--- src/rtl/fz_pkg.sv ---
package fz_pkg;
  localparam int N_SETS = 8;
  localparam int SET_W  = 3;
  localparam int N_RULE = N_SETS * N_SETS;

  // Default rule table: output index (i+j)>>1 for error set i, change set j.
  function automatic logic [N_RULE*SET_W-1:0] fz_default_rules();
    logic [N_RULE*SET_W-1:0] res;
    res = '0;
    for (int i = 0; i < N_SETS; i++) begin
      for (int j = 0; j < N_SETS; j++) begin
        res[SET_W*(N_SETS*i+j) +: SET_W] = SET_W'((i + j) >> 1);
      end
    end
    return res;
  endfunction

  // Default singletons: (2k-7)*2^(ow-4), packed with stride ow (ow <= 16).
  function automatic logic [N_SETS*16-1:0] fz_default_singles(int ow);
    logic [N_SETS*16-1:0] res;
    int v;
    res = '0;
    for (int k = 0; k < N_SETS; k++) begin
      v = (2*k - 7) * (1 << (ow - 4));
      for (int b = 0; b < ow; b++) res[k*ow + b] = v[b];
    end
    return res;
  endfunction
endpackage

--- src/rtl/fz_fuzzify.sv ---
module fz_fuzzify #(
  parameter int IN_W = 8,
  parameter int MU_W = 6
) (
  input  logic signed [IN_W-1:0] x,
  output logic [2:0]             seg,
  output logic [MU_W-1:0]        mu_lo,
  output logic [MU_W-1:0]        mu_hi
);
  localparam int F = IN_W - 3;
  localparam logic signed [IN_W:0] C0_S = (IN_W+1)'(-(7 << (F-1)));
  localparam logic signed [IN_W:0] C7_S = (IN_W+1)'(7 << (F-1));
  localparam logic [MU_W-1:0] FULL = {MU_W{1'b1}};

  logic signed [IN_W:0] x_ext;
  logic [IN_W-1:0]      off;
  logic [F-1:0]         frac;
  logic [MU_W-1:0]      frac_sc;

  assign x_ext = {x[IN_W-1], x};
  assign off   = IN_W'(x_ext - C0_S);
  assign frac  = off[F-1:0];

  generate
    if (MU_W > F) begin : g_up
      assign frac_sc = {frac, {(MU_W-F){1'b0}}};
    end else if (MU_W == F) begin : g_eq
      assign frac_sc = frac;
    end else begin : g_dn
      assign frac_sc = frac[F-1 -: MU_W];
    end
  endgenerate

  always_comb begin
    if (x_ext <= C0_S) begin
      seg   = 3'd0;
      mu_lo = FULL;
      mu_hi = '0;
    end else if (x_ext >= C7_S) begin
      seg   = 3'd6;
      mu_lo = '0;
      mu_hi = FULL;
    end else begin
      seg   = off[IN_W-1:F];
      mu_hi = frac_sc;
      mu_lo = FULL - frac_sc;
    end
  end
endmodule

--- src/rtl/fz_rule_bank.sv ---
module fz_rule_bank #(
  parameter int MU_W  = 6,
  parameter int OUT_W = 8,
  parameter int NUM_W = MU_W + OUT_W + 3,
  parameter int DEN_W = MU_W + 2,
  parameter logic [fz_pkg::N_RULE*fz_pkg::SET_W-1:0] RULES = fz_pkg::fz_default_rules(),
  parameter logic [fz_pkg::N_SETS*OUT_W-1:0] SINGLE =
    (fz_pkg::N_SETS*OUT_W)'(fz_pkg::fz_default_singles(OUT_W))
) (
  input  logic [2:0]              seg_e,
  input  logic [MU_W-1:0]         mu_e_lo,
  input  logic [MU_W-1:0]         mu_e_hi,
  input  logic [2:0]              seg_d,
  input  logic [MU_W-1:0]         mu_d_lo,
  input  logic [MU_W-1:0]         mu_d_hi,
  output logic signed [NUM_W-1:0] num,
  output logic [DEN_W-1:0]        den
);
  localparam int SW = fz_pkg::SET_W;

  logic signed [NUM_W-1:0] prod [4];
  logic [MU_W-1:0]         wgt  [4];

  // Four candidate rules: lower/upper set of each input.
  generate
    for (genvar r = 0; r < 4; r++) begin : g_rule
      logic [2:0]           ie, id;
      logic [MU_W-1:0]      me, md;
      logic [SW-1:0]        code;
      logic signed [OUT_W-1:0] val;
      assign ie   = seg_e + 3'((r >> 1) & 1);
      assign id   = seg_d + 3'(r & 1);
      assign me   = ((r >> 1) & 1) != 0 ? mu_e_hi : mu_e_lo;
      assign md   = (r & 1) != 0 ? mu_d_hi : mu_d_lo;
      assign code = RULES[SW*(8*int'(ie) + int'(id)) +: SW];
      assign val  = SINGLE[int'(code)*OUT_W +: OUT_W];
      assign wgt[r]  = (me < md) ? me : md;
      assign prod[r] = $signed({{(NUM_W-MU_W){1'b0}}, wgt[r]}) *
                       $signed({{(NUM_W-OUT_W){val[OUT_W-1]}}, val});
    end
  endgenerate

  always_comb begin
    num = '0;
    den = '0;
    for (int r = 0; r < 4; r++) begin
      num = num + prod[r];
      den = den + DEN_W'(wgt[r]);
    end
  end
endmodule

--- src/rtl/fz_defuzz.sv ---
module fz_defuzz #(
  parameter int OUT_W = 8,
  parameter int NUM_W = 17,
  parameter int DEN_W = 8
) (
  input  logic signed [NUM_W-1:0] num,
  input  logic [DEN_W-1:0]        den,
  output logic signed [OUT_W-1:0] q
);
  localparam logic signed [NUM_W-1:0] QMAX = NUM_W'((1 << (OUT_W-1)) - 1);
  localparam logic signed [NUM_W-1:0] QMIN = -NUM_W'(1 << (OUT_W-1));

  logic signed [NUM_W-1:0] dv;
  logic signed [NUM_W-1:0] quo;

  assign dv = $signed({{(NUM_W-DEN_W){1'b0}}, den});

  always_comb begin
    quo = '0;
    if (den != '0) quo = num / dv;
    if (quo > QMAX)      q = QMAX[OUT_W-1:0];
    else if (quo < QMIN) q = QMIN[OUT_W-1:0];
    else                 q = quo[OUT_W-1:0];
  end
endmodule

--- src/rtl/fz_infer_core.sv ---
module fz_infer_core #(
  parameter int IN_W  = 8,
  parameter int MU_W  = 6,
  parameter int OUT_W = 8,
  parameter logic [fz_pkg::N_RULE*fz_pkg::SET_W-1:0] RULES = fz_pkg::fz_default_rules(),
  parameter logic [fz_pkg::N_SETS*OUT_W-1:0] SINGLE =
    (fz_pkg::N_SETS*OUT_W)'(fz_pkg::fz_default_singles(OUT_W))
) (
  input  logic                    clk,
  input  logic                    rst_n,
  input  logic                    start,
  input  logic signed [IN_W-1:0]  err_i,
  input  logic signed [IN_W-1:0]  derr_i,
  output logic                    valid_o,
  output logic signed [OUT_W-1:0] u_o
);
  localparam int NUM_W = MU_W + OUT_W + 3;
  localparam int DEN_W = MU_W + 2;

  // Reset: asserted asynchronously, released after two clock edges.
  logic [1:0] rst_sync;
  logic       srst_n;
  always_ff @(posedge clk or negedge rst_n) begin
    if (!rst_n) rst_sync <= 2'b00;
    else        rst_sync <= {rst_sync[0], 1'b1};
  end
  assign srst_n = rst_sync[1];

  // Fuzzification of both inputs.
  logic signed [IN_W-1:0] x_in  [2];
  logic [2:0]             fz_seg[2];
  logic [MU_W-1:0]        fz_lo [2];
  logic [MU_W-1:0]        fz_hi [2];
  assign x_in[0] = err_i;
  assign x_in[1] = derr_i;

  generate
    for (genvar c = 0; c < 2; c++) begin : g_fz
      fz_fuzzify #(.IN_W(IN_W), .MU_W(MU_W)) u_fz (
        .x(x_in[c]), .seg(fz_seg[c]), .mu_lo(fz_lo[c]), .mu_hi(fz_hi[c])
      );
    end
  endgenerate

  // Stage 1: membership registers.
  logic            s1_v;
  logic [2:0]      s1_seg[2];
  logic [MU_W-1:0] s1_lo [2];
  logic [MU_W-1:0] s1_hi [2];

  always_ff @(posedge clk or negedge srst_n) begin
    if (!srst_n) begin
      s1_v <= 1'b0;
      for (int c = 0; c < 2; c++) begin
        s1_seg[c] <= '0;
        s1_lo[c]  <= '0;
        s1_hi[c]  <= '0;
      end
    end else begin
      s1_v <= start;
      if (start) begin
        for (int c = 0; c < 2; c++) begin
          s1_seg[c] <= fz_seg[c];
          s1_lo[c]  <= fz_lo[c];
          s1_hi[c]  <= fz_hi[c];
        end
      end
    end
  end

  // Rule evaluation.
  logic signed [NUM_W-1:0] rb_num;
  logic [DEN_W-1:0]        rb_den;

  fz_rule_bank #(
    .MU_W(MU_W), .OUT_W(OUT_W), .NUM_W(NUM_W), .DEN_W(DEN_W),
    .RULES(RULES), .SINGLE(SINGLE)
  ) u_rules (
    .seg_e(s1_seg[0]), .mu_e_lo(s1_lo[0]), .mu_e_hi(s1_hi[0]),
    .seg_d(s1_seg[1]), .mu_d_lo(s1_lo[1]), .mu_d_hi(s1_hi[1]),
    .num(rb_num), .den(rb_den)
  );

  // Stage 2: weighted sums.
  logic                    s2_v;
  logic signed [NUM_W-1:0] s2_num;
  logic [DEN_W-1:0]        s2_den;

  always_ff @(posedge clk or negedge srst_n) begin
    if (!srst_n) begin
      s2_v   <= 1'b0;
      s2_num <= '0;
      s2_den <= '0;
    end else begin
      s2_v <= s1_v;
      if (s1_v) begin
        s2_num <= rb_num;
        s2_den <= rb_den;
      end
    end
  end

  // Defuzzification and output register.
  logic signed [OUT_W-1:0] dz_q;

  fz_defuzz #(.OUT_W(OUT_W), .NUM_W(NUM_W), .DEN_W(DEN_W)) u_dz (
    .num(s2_num), .den(s2_den), .q(dz_q)
  );

  logic                    valid_d;
  logic signed [OUT_W-1:0] u_d;

  always_comb begin
    valid_d = s2_v;
    u_d     = s2_v ? dz_q : u_o;
  end

  always_ff @(posedge clk or negedge srst_n) begin
    if (!srst_n) begin
      valid_o <= 1'b0;
      u_o     <= '0;
    end else begin
      valid_o <= valid_d;
      u_o     <= u_d;
    end
  end
endmodule

--- config.mk ---
export PLATFORM = sky130hd
export DESIGN_NAME = fz_infer_core
export DESIGN_NICKNAME = d
export VERILOG_FILES = /design/src/rtl/fz_pkg.sv /design/src/rtl/fz_fuzzify.sv /design/src/rtl/fz_rule_bank.sv /design/src/rtl/fz_defuzz.sv /design/src/rtl/fz_infer_core.sv
export SDC_FILE = /design/constraint.sdc
export NUM_CORES = 1
export LEC_CHECK = 0
export CORE_AREA = 2 2 214 216
export DETAILED_ROUTE_END_ITERATION = 16
export DIE_AREA = 0 0 216 218
export SETUP_SLACK_MARGIN = 0.15
export SLEW_MARGIN = 20
export SYNTH_ARGS = -nofsm -noshare
export SYNTH_HDL_FRONTEND = slang
export SYNTH_SLANG_ARGS = --single-unit
--- constraint.sdc ---
create_clock -name clk -period 3.3 [get_ports clk]
set_input_delay 0.495 -clock clk [delete_from_list [all_inputs] [get_ports clk]]
set_output_delay 0.495 -clock clk [all_outputs]
set_load 0.03 [all_outputs]
==> run summary <==
The tree is rooted in a sky130_fd_sc_hd__clkbuf_16. The number of hold buffers added after CTS was 0. The multiplexer fraction of the synthesized cell area works out to 0.0720.

The first global-routing pass estimated 123,000 um of wire. Worst max-slew margin expressed relative to the limit: 0.308. The post-synthesis simple-gate area fraction is 0.171, and the half-perimeter wire length of the detailed placement result is 61,200 um. The post-synthesis register bit count was 64.

The tools report the distinct cell type count after synthesis as 106. Setup repair after global routing could not meet its margin everywhere. The insertion delay to the later sink of the worst-skew pair was 370 ps. For this block, the initial DRC count from the detailed router was 1,504. The die is 218 um tall. The layer with the highest usage is met2. In the final design database the tool counted 4,089 nets. The initial core utilization is 0.446.

The total area inside the core boundary comes to 44,900 um^2. The worst hold path belongs to the class input port to asynchronous set/reset pin. The most common cell after layout, fill and taps aside was sky130_fd_sc_hd__buf_4.

Fraction of registers with async set/reset: 1.00. The final hold violation count was 0; the overall die area was 47,100 um^2. The run gives 78 as the floorplan row count. The fraction of the mapped netlist area in adder cells works out to 0.288.

For the pin with the worst max-slew slack, the measured transition is 1040 ps. Sequential element share of the synthesized area: 0.0800. Before antenna repair, the detailed router went through 7 iterations. The worst setup margin is -28,290 ps.

The worst setup path is launched from a flop. Counting the buffers created by CTS gives 9. The routed layout has 24,100 vias. TritonCTS built the clock tree. In the layout the commonest cells are 1,103 x sky130_fd_sc_hd__buf_4, 211 x sky130_fd_sc_hd__inv_1, 211 x sky130_fd_sc_hd__ha_1.

The logs give 0.0312 for the met3 capacity usage during global routing and 0 for the number of design rule violations left after detail routing. In the synthesized netlist the dominant register cell turns out to be sky130_fd_sc_hd__dfrtp_1. Among the stages of the critical path, the cell type that occurs most often is sky130_fd_sc_hd__buf_4.

Relative to the synthesized area, the layout overhead comes to 64.4%. On the worst path, the slowest cell contributes a delay of 570 ps. The tool flagged a number of max-cap violations equal to 0.

Ranked by total cell area, the synthesized netlist is headed by sky130_fd_sc_hd__ha_1 18%, sky130_fd_sc_hd__fa_1 11%, sky130_fd_sc_hd__dfrtp_1 8.0%. The net count after synthesis was 2,967; the count of non-filler cells in the finished layout was 4,282. The run gives 2 as the maximum clock path buffer count.

0 antenna diodes ended up in the layout. Entering global routing, the biggest net connects 40 pins. In the routed layout, each cell is associated on average with a via count of 5.62. For the met1 capacity usage during global routing, the log shows 0.381.

The critical path in this run is classified as flop to flop. The number of max-slew violations in the final report came out at 0. The flow ran to the end, but the final reports show violations. The cell count after placement is 4,078. The gate count of the mapped netlist is 2,555, and the number of enable-type register cells in the synthesized netlist is 0. The mean area per synthesized cell is 7.84 um^2. The overall die width is 216 um, and the met2 layer usage reported by global route is 0.607. Setup violations remaining at the end of the flow were counted as 29. The total I/O pin count was 28; the post-route fraction of the period consumed by the critical path was 9.57.

Yosys printed 0 warnings. The detail route stage leaves a number of antenna-violating nets equal to 0. The tools report the number of antenna violations at the first check in global routing as 0. After detailed routing, the total wire length is 80,500 um. The post-synthesis compound-gate area fraction works out to 0.256.

The fraction of synthesized cell area in xor and xnor cells works out to 0.0674. The arrival time at the worst endpoint is 31,860 ps. The synthesized netlist occupies a cell area of 20,000 um^2. In this run the tool buffered the top-level ports with 27 buffer cells. The combinational family with the most area after synthesis is adder cells. sky130_fd_sc_hd__ha_1 takes more of the synthesized area than any other cell. On the critical path, the stage with the largest delay is an instance of sky130_fd_sc_hd__or4_4. The highest fanout seen on the critical path was 8; the worst setup skew after layout was 12.9 ps. The total grt overflow was 0; the global routing usage summed across all routing layers was 0.324. The highest clock frequency the design can meet is 31.7 MHz, and the clock-pin transition on the worst setup and hold timing paths is 70 ps.

The run gives 24,200 as the via count of the first global-routing pass. The number of levels in the clock H-tree came out at 3. The core utilization of the finished layout is 0.733. The tree built by TritonCTS fans out to 64 sinks. For the worst setup path, the data required time is 3570 ps. The congestion estimate from routability-driven global placement came to 0.966.

The worst path needs 31,590 ps of the cycle, external delays included. In the final routed layout, each cell accounts on average for 18.8 um. The checks that failed: setup timing.

The share of cells above drive strength 1 is 0.460. Top-area cell type share of the netlist area: 0.176. The worst setup path is captured at a flop.
## cells in the mapped netlist (9+ instances only)
library cell	instances
sky130_fd_sc_hd__nand2_1	175
sky130_fd_sc_hd__dfrtp_1	64
sky130_fd_sc_hd__a21oi_1	223
sky130_fd_sc_hd__clkbuf_1	71
sky130_fd_sc_hd__a21o_1	66
sky130_fd_sc_hd__and3_1	15
sky130_fd_sc_hd__o22a_1	10
sky130_fd_sc_hd__ha_1	281
sky130_fd_sc_hd__o22ai_1	14
sky130_fd_sc_hd__mux2_2	37
sky130_fd_sc_hd__or2_2	10
sky130_fd_sc_hd__a31oi_1	27
sky130_fd_sc_hd__nor2_1	228
sky130_fd_sc_hd__xnor2_1	110
sky130_fd_sc_hd__o21bai_1	21
sky130_fd_sc_hd__o21ai_0	155
sky130_fd_sc_hd__nand3_1	42
sky130_fd_sc_hd__o21a_1	57
sky130_fd_sc_hd__o31ai_1	32
sky130_fd_sc_hd__fa_1	112
sky130_fd_sc_hd__nor3_1	67
sky130_fd_sc_hd__nand2b_1	49
sky130_fd_sc_hd__nand4_1	16
sky130_fd_sc_hd__inv_1	250
sky130_fd_sc_hd__and2_1	20
sky130_fd_sc_hd__buf_1	9
sky130_fd_sc_hd__xor2_1	44
sky130_fd_sc_hd__mux4_2	24
sky130_fd_sc_hd__a211oi_1	24
sky130_fd_sc_hd__mux2i_1	44
sky130_fd_sc_hd__o211ai_1	33
sky130_fd_sc_hd__nor2b_1	30
sky130_fd_sc_hd__or3_1	18
sky130_fd_sc_hd__a21boi_0	12
## flip-flops by register name (all words and copies together) (netlist names)
signal    cells
s2_v          1
s2_num       13
s1_seg        6
s1_v          1
s1_lo        12
u_o           8
s1_hi        12
rst_sync      2
s2_den        8
valid_o       1
## critical path: cells and delay by family, from the launching register on
kind / cells / cell delay (ps)
AO/OA/AOI/OAI: 72 / 12730
AND/OR/NAND/NOR: 38 / 7830
adder cells (fa/ha/maj): 17 / 4030
buffers and inverters: 29 / 3850
multiplexers: 8 / 2480
flip-flops: 1 / 380
XOR/XNOR: 1 / 150
## what timing repair did
| action | CTS | global route |
|---|---|---|
| hold endpoints to repair | 0 | 0 |
| resized for setup | 154 | 214 |
| gates cloned | 1 | 2 |
| pin swaps | 143 | 180 |
| endpoints found under the setup margin | 29 | 29 |
| buffers inserted | 133 | 52 |
## path summary, 6_finish.rpt
check,startpoint,end,slack [ps],depth (start not counted)
worst max-delay path,s2_num[8],u_o[2],-28290,165
worst min-delay path,rst_n,rst_sync[1],280,1
worst max register to register,s2_num[8],u_o[2],-28290,165
worst min register to register,rst_sync[0],rst_sync[1],360,0
max in group asynchronous,rst_sync[1],s1_lo[11],2260,1
min in group clk,rst_sync[0],rst_sync[1],360,0
## cell type report
type                    instances  area, um^2
well taps                     600         751
flip-flops and latches         64        1610
clock buffers                  10         229
inverters                     254         973
repair buffers               1199        9460
clock inverters                 6        36.3
multi-input cells            2149       19800
fillers                      3328       12000
## cells by family (layout without fill, tap and decap cells)
logic type	after synthesis	after routing
AOI/OAI and AO/OA	778	778
and+or+nand+nor	714	714
adders and majority gates	393	393
buffers and inverters	343	1469
xor gates and xnor gates	154	155
muxes	108	108
DFF	64	64
other	1	1
## stage by stage
step                      cell area (um^2)  hold slack, ps  setup slack, ps  setup TNS (ps)
after global routing                 32900             281           -29680         -305790
after global placement               29300             344           -27280         -282610
after floorplan                      21400             199           -28720         -283170
final                                32900             276           -28290         -291450
after detailed placement             29300             342           -28330         -293350
after CTS                            31400             274           -27390         -282780
## routing by layer
layer	vias up	wire length, um	share of wire
met2	825	41100	0.51
met5	-	0	0
li1	11400	-	-
met4	0	3600	0.045
met3	233	3760	0.047
met1	11600	32000	0.40
Power is left out: the tool's default activity adds up to more than one toggle a clock period on the data nets, which glitch-free logic cannot reach.
